$ cat config.mk
export PLATFORM = sky130hd
export DESIGN_NAME = afsk_tone_gen
export DESIGN_NICKNAME = d
export VERILOG_FILES = /design/src/rtl/afsk_tone_pkg.sv /design/src/rtl/afsk_baud_timer.sv /design/src/rtl/afsk_nrzi_coder.sv /design/src/rtl/afsk_tone_synth.sv /design/src/rtl/afsk_tone_gen.sv
export SDC_FILE = /design/constraint.sdc
export NUM_CORES = 1
export LEC_CHECK = 0
export CAP_MARGIN = 20
export CORE_ASPECT_RATIO = 1.2
export CORE_MARGIN = 8
export CORE_UTILIZATION = 50
export DETAILED_ROUTE_END_ITERATION = 12
export DONT_BUFFER_PORTS = 1
export GPL_TIMING_DRIVEN = 0
export MAX_ROUTING_LAYER = met4
export PLACE_DENSITY = 0.65
export SYNTH_ARGS = -nofsm -noshare
export SYNTH_HDL_FRONTEND = slang
export SYNTH_SLANG_ARGS = --single-unit
export TNS_END_PERCENT = 5
$ cat constraint.sdc
create_clock -name clk -period 3.35 [get_ports clk]
set_input_delay 0.67 -clock clk [delete_from_list [all_inputs] [get_ports clk]]
set_output_delay 0.67 -clock clk [all_outputs]
set_load 0.03 [all_outputs]
$ cat src/rtl/afsk_tone_pkg.sv
package afsk_tone_pkg;

  localparam int SINE_DEPTH = 32;
  localparam int IDX_W      = 5;
  localparam int DAC_W      = 4;

  typedef enum logic [1:0] {
    MODE_DATA  = 2'b00,
    MODE_MARK  = 2'b01,
    MODE_SPACE = 2'b10,
    MODE_ALT   = 2'b11
  } tx_mode_e;

  // timer reload for an event rate derived from a source enable rate
  function automatic int period_reload(input int src_hz, input int rate_hz);
    return src_hz / rate_hz - 1;
  endfunction

  // tone-step reload: one table entry per step, SINE_DEPTH steps per tone cycle
  function automatic int tone_reload(input int src_hz, input int tone_hz);
    return src_hz / (SINE_DEPTH * tone_hz) - 1;
  endfunction

  function automatic int max_of(input int a, input int b);
    return (a > b) ? a : b;
  endfunction

  // floor(7*sin(2*pi*idx/32) + 8), built from one quarter wave
  function automatic logic [DAC_W-1:0] sine_level(input logic [IDX_W-1:0] idx);
    logic [4:0] pos;
    logic [2:0] mag_floor;
    logic [2:0] mag_ceil;
    pos = {1'b0, idx[3:0]};
    if (pos > 5'd8) pos = 5'd16 - pos;
    case (pos)
      5'd0:    begin mag_floor = 3'd0; mag_ceil = 3'd0; end
      5'd1:    begin mag_floor = 3'd1; mag_ceil = 3'd2; end
      5'd2:    begin mag_floor = 3'd2; mag_ceil = 3'd3; end
      5'd3:    begin mag_floor = 3'd3; mag_ceil = 3'd4; end
      5'd4:    begin mag_floor = 3'd4; mag_ceil = 3'd5; end
      5'd5:    begin mag_floor = 3'd5; mag_ceil = 3'd6; end
      5'd6:    begin mag_floor = 3'd6; mag_ceil = 3'd7; end
      5'd7:    begin mag_floor = 3'd6; mag_ceil = 3'd7; end
      default: begin mag_floor = 3'd7; mag_ceil = 3'd7; end
    endcase
    if (!idx[4]) return 4'd8 + {1'b0, mag_floor};
    else         return 4'd8 - {1'b0, mag_ceil};
  endfunction

endpackage

$ cat src/rtl/afsk_baud_timer.sv
module afsk_baud_timer #(
  parameter int RELOAD = 832
) (
  input  logic clk,
  input  logic rst_n,
  input  logic baud_ce,
  input  logic run,
  output logic tick
);
  localparam int CNT_W = (RELOAD < 1) ? 1 : $clog2(RELOAD + 1);

  logic [CNT_W-1:0] cnt;
  logic             at_end;

  assign at_end = (cnt == CNT_W'(RELOAD));
  assign tick   = run & baud_ce & at_end;

  always_ff @(posedge clk) begin
    if (!rst_n)       cnt <= '0;
    else if (!run)    cnt <= '0;
    else if (baud_ce) cnt <= at_end ? '0 : cnt + 1'b1;
  end

  // counter never passes the reload, restarts after a tick
  p_cnt_bound_r2: assert property (@(posedge clk) disable iff (!rst_n)
    cnt <= CNT_W'(RELOAD));
  p_tick_restart_r2: assert property (@(posedge clk) disable iff (!rst_n)
    tick |=> (cnt == '0));

endmodule

$ cat src/rtl/afsk_nrzi_coder.sv
module afsk_nrzi_coder
  import afsk_tone_pkg::*;
(
  input  logic     clk,
  input  logic     rst_n,
  input  tx_mode_e mode,
  input  logic     tick,
  input  logic     tx_bit,
  output logic     bit_req,
  output logic     symbol
);
  logic flip;

  assign bit_req = tick && (mode == MODE_DATA);
  assign flip    = tick && ((mode == MODE_ALT) || ((mode == MODE_DATA) && !tx_bit));

  always_ff @(posedge clk) begin
    if (!rst_n)    symbol <= 1'b0;
    else if (flip) symbol <= ~symbol;
  end

  // symbol only moves on a tick, a 1 bit keeps it
  p_sym_hold_r3: assert property (@(posedge clk) disable iff (!rst_n)
    !tick |=> $stable(symbol));
  p_one_keeps_r3: assert property (@(posedge clk) disable iff (!rst_n)
    (bit_req && tx_bit) |=> $stable(symbol));
  // alternating mode flips on every tick
  p_alt_toggle_r4: assert property (@(posedge clk) disable iff (!rst_n)
    (tick && mode == MODE_ALT) |=> (symbol != $past(symbol)));

endmodule

$ cat src/rtl/afsk_tone_synth.sv
module afsk_tone_synth
  import afsk_tone_pkg::*;
#(
  parameter int MARK_RL  = 103,
  parameter int SPACE_RL = 55
) (
  input  logic             clk,
  input  logic             rst_n,
  input  logic             tone_ce,
  input  logic             restart,
  input  logic             space_sel,
  output logic [DAC_W-1:0] dac
);
  localparam int TOP_RL = max_of(MARK_RL, SPACE_RL);
  localparam int CNT_W  = (TOP_RL < 1) ? 1 : $clog2(TOP_RL + 1);
  localparam logic [DAC_W-1:0] DAC_MID = DAC_W'(2 ** (DAC_W - 1));

  logic [CNT_W-1:0] cnt;
  logic [CNT_W-1:0] reload;
  logic [IDX_W-1:0] idx;
  logic             step;

  assign reload = space_sel ? CNT_W'(SPACE_RL) : CNT_W'(MARK_RL);
  assign step   = tone_ce && (cnt >= reload);

  always_ff @(posedge clk) begin
    if (!rst_n)                cnt <= '0;
    else if (restart || step)  cnt <= '0;
    else if (tone_ce)          cnt <= cnt + 1'b1;
  end

  always_ff @(posedge clk) begin
    if (!rst_n)    idx <= '0;
    else if (step) idx <= idx + 1'b1;
  end

  always_ff @(posedge clk) begin
    if (!rst_n)    dac <= DAC_MID;
    else if (step) dac <= sine_level(idx);
  end

  // counter stays within the larger reload
  p_cnt_bound_r5: assert property (@(posedge clk) disable iff (!rst_n)
    cnt <= CNT_W'(TOP_RL));
  // baud tick re-arms the counter but leaves the index alone
  p_restart_zero_r6: assert property (@(posedge clk) disable iff (!rst_n)
    restart |=> (cnt == '0));
  p_idx_keep_r6: assert property (@(posedge clk) disable iff (!rst_n)
    (restart && !step) |=> $stable(idx));
  // output only changes on a step
  p_dac_hold_r7: assert property (@(posedge clk) disable iff (!rst_n)
    !step |=> $stable(dac));
  // no enable, no counting
  p_idle_r10: assert property (@(posedge clk) disable iff (!rst_n)
    !tone_ce |=> $stable(cnt) || (cnt == '0));

endmodule

$ cat src/rtl/afsk_tone_gen.sv
module afsk_tone_gen
  import afsk_tone_pkg::*;
#(
  parameter int TONE_CLK_HZ = 4_000_000,
  parameter int BAUD_CLK_HZ = 1_000_000,
  parameter int BAUD_HZ     = 1200,
  parameter int MARK_HZ     = 1200,
  parameter int SPACE_HZ    = 2200
) (
  input  logic       clk,
  input  logic       rst_n,
  input  logic       tone_ce,
  input  logic       baud_ce,
  input  logic [1:0] mode,
  input  logic       tx_bit,
  output logic       bit_req,
  output logic       symbol,
  output logic [3:0] dac_out
);
  localparam int BAUD_RL  = period_reload(BAUD_CLK_HZ, BAUD_HZ);
  localparam int MARK_RL  = tone_reload(TONE_CLK_HZ, MARK_HZ);
  localparam int SPACE_RL = tone_reload(TONE_CLK_HZ, SPACE_HZ);

  tx_mode_e mode_e;
  logic     steady;
  logic     baud_tick;
  logic     space_sel;

  assign mode_e    = tx_mode_e'(mode);
  assign steady    = (mode_e == MODE_MARK) || (mode_e == MODE_SPACE);
  assign space_sel = (mode_e == MODE_SPACE) || ((mode_e != MODE_MARK) && symbol);

  afsk_baud_timer #(.RELOAD(BAUD_RL)) u_baud (
    .clk     (clk),
    .rst_n   (rst_n),
    .baud_ce (baud_ce),
    .run     (!steady),
    .tick    (baud_tick)
  );

  afsk_nrzi_coder u_nrzi (
    .clk     (clk),
    .rst_n   (rst_n),
    .mode    (mode_e),
    .tick    (baud_tick),
    .tx_bit  (tx_bit),
    .bit_req (bit_req),
    .symbol  (symbol)
  );

  afsk_tone_synth #(.MARK_RL(MARK_RL), .SPACE_RL(SPACE_RL)) u_synth (
    .clk       (clk),
    .rst_n     (rst_n),
    .tone_ce   (tone_ce),
    .restart   (baud_tick),
    .space_sel (space_sel),
    .dac       (dac_out)
  );

  // a bit request can only come with a baud timebase pulse
  p_req_on_baud_r2: assert property (@(posedge clk) disable iff (!rst_n)
    bit_req |-> baud_ce);
  // steady modes freeze the symbol
  p_steady_sym_r9: assert property (@(posedge clk) disable iff (!rst_n)
    steady |=> $stable(symbol));

endmodule

# == Yosys cells after proc, flatten, opt, wreduce, memory -nomap -nowiden ==
# Memories as Yosys holds them, arrays and structs flattened.
# Cells that the tools add are included.
# word_totals
rom_bits,48
regBits,27
mem_count,1
wordCells,47
output_inout_bits,6
in_bits,7
# classes
order_cmp,2
addsub,6
reduce_logical,15
bitwise,4
eq_ne,5
n_mux,9
# memory_table
name,depth,word_bits,read_ports,rd_ports_with_merged_regs,wr,line_no,source
(name not given),8,6,1,0,0,afsk_tone_pkg.sv:35,case (pos)
# ops
operator,count
6-bit 2-to-1 mux,3
5-bit 2-to-1 mux,3
10-bit by 1-bit adder with 10-bit output (second input constant),1
10-bit equality test (second input constant),1
10-bit 2-to-1 mux,1
7-bit by 1-bit adder with 7-bit output (second input constant),1
7-bit >= comparator,1
7-bit 2-to-1 mux,1
5-bit by 1-bit adder with 5-bit output (second input constant),1
1-bit logical AND,5
5-bit by 4-bit subtractor with 5-bit output (first input constant),1
4-bit by 3-bit adder with 4-bit output (first input constant),1
2-bit equality test (second input constant),2
4-bit greater-than comparator (second input constant),1
2-bit zero test,2
1-bit logical OR,4
4-bit 2-to-1 mux,1
2-bit OR reduction,2
4-bit by 3-bit subtractor with 4-bit output (first input constant),1
1-bit AND,2
2-bit by 1-bit equality test with 1-bit output (second input constant),1
1-bit zero test,2
2-bit by 1-bit inequality test with 1-bit output (second input constant),1
1-bit NOT,2

# == Longest topological paths before layout ==
# depth
depth_word,14
depth_mapped,14
depth_no_buf,14

# == By module ==
# A second synthesis with hierarchy kept.
# unflattened
hier_cells,184
area_unflattened_um2,1611.5
# modules_own_cells
module,area_each_um2,n_inst,cells_per_inst,seq_area_each_um2
afsk_tone_synth,991.0,1,115,320.3
afsk_baud_timer,508.0,1,56,200.2
afsk_nrzi_coder,68.8,1,7,20.0
afsk_tone_gen,43.8,1,6,0.0

# == Worst setup path after synthesis ==
# Ideal clock, no wire load.
# synth_timing
kind,input port to output port
start,input baud_ce
end,output bit_req
path_buffers,1
path_stages,4
required_ns,2.680
arrival_ns,1.940
path_slack_ns,0.740
path_cell_list,buf_4 and4bb_2 nand4_1 nor3b_1
# synth_via
elab_chain_len,3
# synth_lines
element,line_no,source
from (decl),afsk_tone_gen.sv:13,"input logic baud_ce,"
1-bit AND (2 in series),afsk_baud_timer.sv:16,assign tick = run & baud_ce & at_end;
1-bit logical AND,afsk_nrzi_coder.sv:14,assign bit_req = tick && (mode == MODE_DATA);
to (decl),afsk_tone_gen.sv:16,"output logic bit_req,"
# Every way passes these cells.

# == Worst setup path in the final report ==
# layout_timing
start,register u_synth.idx[0]
end,register u_synth.dac[2]
# layout_via
elab_chain_len,10
word_cells_on_any_way,13
classes_between,add/sub (3); order compare (1); mux (7); reduce/logical (1); memory (1)
# layout_lines
element,line_no,source
from (decl),afsk_tone_synth.sv:20,logic [IDX_W-1:0] idx;
from (signal assigned),afsk_tone_synth.sv:34,else if (step) idx <= idx + 1'b1;
5-bit by 4-bit subtractor with 5-bit output / 4-bit greater-than comparator (equally long branches),afsk_tone_pkg.sv:34,if (pos > 5'd8) pos = 5'd16 - pos;
5-bit 2-to-1 mux (*),afsk_tone_pkg.sv:34,
5-bit 2-to-1 mux (*),afsk_tone_synth.sv:39,else if (step) dac <= sine_level(idx);
5-bit 2-to-1 mux (*),afsk_tone_synth.sv:38,if (!rst_n) dac <= DAC_MID;
memory read 8 x 6 bit / 2-bit zero test (equally long branches),--,
6-bit 2-to-1 mux (*),afsk_tone_pkg.sv:35,
6-bit 2-to-1 mux (*),afsk_tone_synth.sv:39,
6-bit 2-to-1 mux (*),afsk_tone_synth.sv:38,
4-bit by 3-bit adder with 4-bit output / 4-bit by 3-bit subtractor with 4-bit output (equally long branches),"afsk_tone_pkg.sv:46, afsk_tone_pkg.sv:47",
4-bit 2-to-1 mux (*),afsk_tone_pkg.sv:46,"if (!idx[4]) return 4'd8 + {1'b0, mag_floor};"
to (signal assigned),afsk_tone_synth.sv:39,
to (decl),afsk_tone_synth.sv:12,output logic [DAC_W-1:0] dac
# Mark *: on every way between the ends. The rest lies on a longest branch, timed or not. The select of a mux whose other input is x is not followed.
# A chain may end at the register's enable or synchronous reset.

==> out/qor.yml <==
syn_area_per_cell_um2: 8.415
grt_max_degree: 17
fp-row-count: 23
hold_buffers: 0
cts_sinks: 27
synth_cell_types: 44
syn-instance-count: 197
ant_nets: 0
r2r-end: "u_synth.dac[2]"
r2r_cells: 14
max_cap_violations: 0
reg2reg_slack_ns: 0.33
drc_errors: 0
die_x_um: 68.57
hpwl_um: 2529
finalSetupViolCount: 0
wirelength_um: 3170
postSynth.asyncResetShare: 0
gr-total-overflow: 0
cts_root_buf: "clkbuf_8"
synth_top_area_cell: "dfxtp_1"
synthAdderAreaFrac: 0.1283
firstDrtPassIters: 4
grt_pass1_vias: 1352
slew_viol_final: 0
antenna_found_initial: 0
numPortBuffers: 0
antenna_cells: 0
setup_slack_ns: 0.3321
power_leakage_nw: 0.6795
cp-startpoint: "u_synth.idx[0]"
power_mw: 0.5473
synth.most_common_cell: "dfxtp_1"
synth_xor_area_frac: 0.08453
cts_buffer_depth: 2
core_area_mm2: 0.003252
end_kind: "flip-flop"
hold_slack_ns: 0.5092
die-area_mm2: 0.005422
worstMarginPinSlew_ns: 0.9806
skew_ns: 0.005597
synth_edf_count: 0
nets: 226
peakVddDrop_mv: 0.1974
clk_transition_reported_paths_ns: 0.10
crit_end: "u_synth.dac[2]"
post-route-min-period_ns: 3.018
yosysSeqAreaShare: 0.3260
ys_seq_elements: 27
synth-main-ff-cell: "dfxtp_1"
crit_arrival_ns: 3.18
fin_crit_sh: 0.9009
vias_per_cell: 5.622
use_met3: 0.02532
dp_slack_ns: 0.2784
met2_usage: 0.2265
htree_num_levels: 1
cts_resized: 0
relSlewSlack: 0.3448
pin_count: 13
grt-busiest-layer: "met2"
synth_area_mm2: 0.001658
min_path_type: "flip-flop to flip-flop"
grt_pass1_wl_um: 5651
syn_nets: 221
synth_top_area_frac: 0.3260
required_ns: 3.51
wire_per_inst_um: 13.32
power_density_mw_per_mm2: 311.1
synthMuxAreaShare: 0.02415
area_growth_pct: 6.113
nFillCells: 321
synth_top_family_by_area: "simple AND/OR/NAND/NOR gates"
outcome: "completed"
max_freq_ghz: 0.3314
synth_compound_area_frac: 0.1321
rsz0062_at_grt: "false"
synthTopCellsByArea: "dfxtp_1 33%, ha_1 13%, nor2_1 5.7%"
tns_ns: 0
cts_buffers: 3
gp_congestion: 0.8948
tritoncts: "done"
gr-usage-met1: 0.1449
crit_type: "flip-flop to flip-flop"
finalHoldViolations: 0
layout-drive-gt1-share: 0.07463
drt_iter0_drc: 60
reg2reg_from: "u_synth.idx[0]"
fp.dieH_um: 79.08
crit_path_max_fanout: 9
ys_warn_count: 0
floorplan.initialDensity: 0.5098
via_count: 1338
critPathLaunchType: "flip-flop"
grt.total_usage: 0.1313
clock_latency_ns: 0.27
cts_setup_buffers: 0
synth-simple-area-share: 0.2551
synth_common_cells: "27 x dfxtp_1, 25 x nor2_1, 18 x nand2_1, 17 x ha_1, 14 x inv_1"
## metal layers
layer,vias to the layer above,share of wire
met3,4,0.031
met2,13,0.51
met4,0,0.012
met1,632,0.45
met5,-,0
li1,689,-
## layout make-up
class,count,area [µm²],share of cell area
Multi-Input combinational cell,150,1041,0.5917
Sequential cell,27,540.5,0.3073
Inverter,14,52.55,0.02987
Tap cell,37,46.29,0.02632
Clock buffer,3,41.29,0.02347
Buffer,6,30.03,0.01707
Clock inverter,1,7.507,0.004267
## worst max-delay path, stage by stage (launching register included)
cell and delay (ns):
dfxtp_1 0.52, inv_1 0.17, ha_1 0.26, nand2b_1 0.13
a21oi_1 0.12, a31oi_2 0.29, inv_1 0.11, ha_1 0.23
nand2b_1 0.08, a21oi_1 0.10, nor3_1 0.22, ha_1 0.20
a21boi_0 0.08, o32ai_1 0.27, a211oi_1 0.12
## through the flow
stage	instance area, µm²	std cells	util
6_report	1759	238	0.5410
2_1_floorplan	1658	197	-
4_1_cts	1753	238	0.5391
5_1_grt	1759	238	0.5410
3_3_place_gp	1704	234	0.5240
3_5_place_dp	1704	234	0.5240
## sequential cells by signal, summed over array words and instances, names as in the netlist
register / count
u_synth.dac: 4
u_synth.cnt: 7
u_synth.idx: 5
u_baud.cnt: 10
u_nrzi.symbol: 1
## logic make-up (layout without fill, tap and decap cells)
| family | after synthesis | count (layout) |
|---|---|---|
| simple gates | 83 | 83 |
| flops | 27 | 27 |
| xor+xnor | 16 | 16 |
| fa+ha+maj | 17 | 17 |
| compound gates | 30 | 30 |
| buf+inv | 20 | 24 |
| mux | 4 | 4 |
## power by group
group          switching, mW  total, mW  internal, mW  leakage (nW)
sequential           0.00495      0.329         0.324         0.218
combinational         0.0194     0.0319        0.0125         0.440
clock                  0.102      0.186        0.0843        0.0217
total                  0.126      0.547         0.421         0.679
## how the worst min path moves through the flow
stage / start / to / slack [ns] / cells after the start
final: u_synth.idx[1] / u_synth.idx[1] / 0.51 / 2
after global routing: u_synth.idx[1] / u_synth.idx[1] / 0.57 / 2
after CTS: u_synth.idx[1] / u_synth.idx[1] / 0.51 / 2
after detailed placement: u_synth.idx[1] / u_synth.idx[1] / 0.49 / 2
after global placement: u_synth.idx[1] / u_synth.idx[1] / 0.49 / 2
after floorplan: u_synth.idx[1] / u_synth.idx[1] / 0.46 / 2
## cells in the final DEF, fill, tap and decap left out, drive strengths merged, types with 2 or more instances in the layout
cell	synthesis	layout
nor2	25	25
a21oi	10	10
dfxtp	27	27
nor4b	2	2
buf	3	3
ha	17	17
o32ai	4	4
mux2i	4	4
xnor2	8	8
nand4	8	8
a21o	2	2
nor3	6	6
clkbuf	3	6
nand2	18	18
a211oi	2	2
xor2	8	8
a31oi	2	2
or2	2	2
nand3	3	3
inv	14	14
nand2b	10	10
No activity file was read; power rests on OpenSTA's default activity.
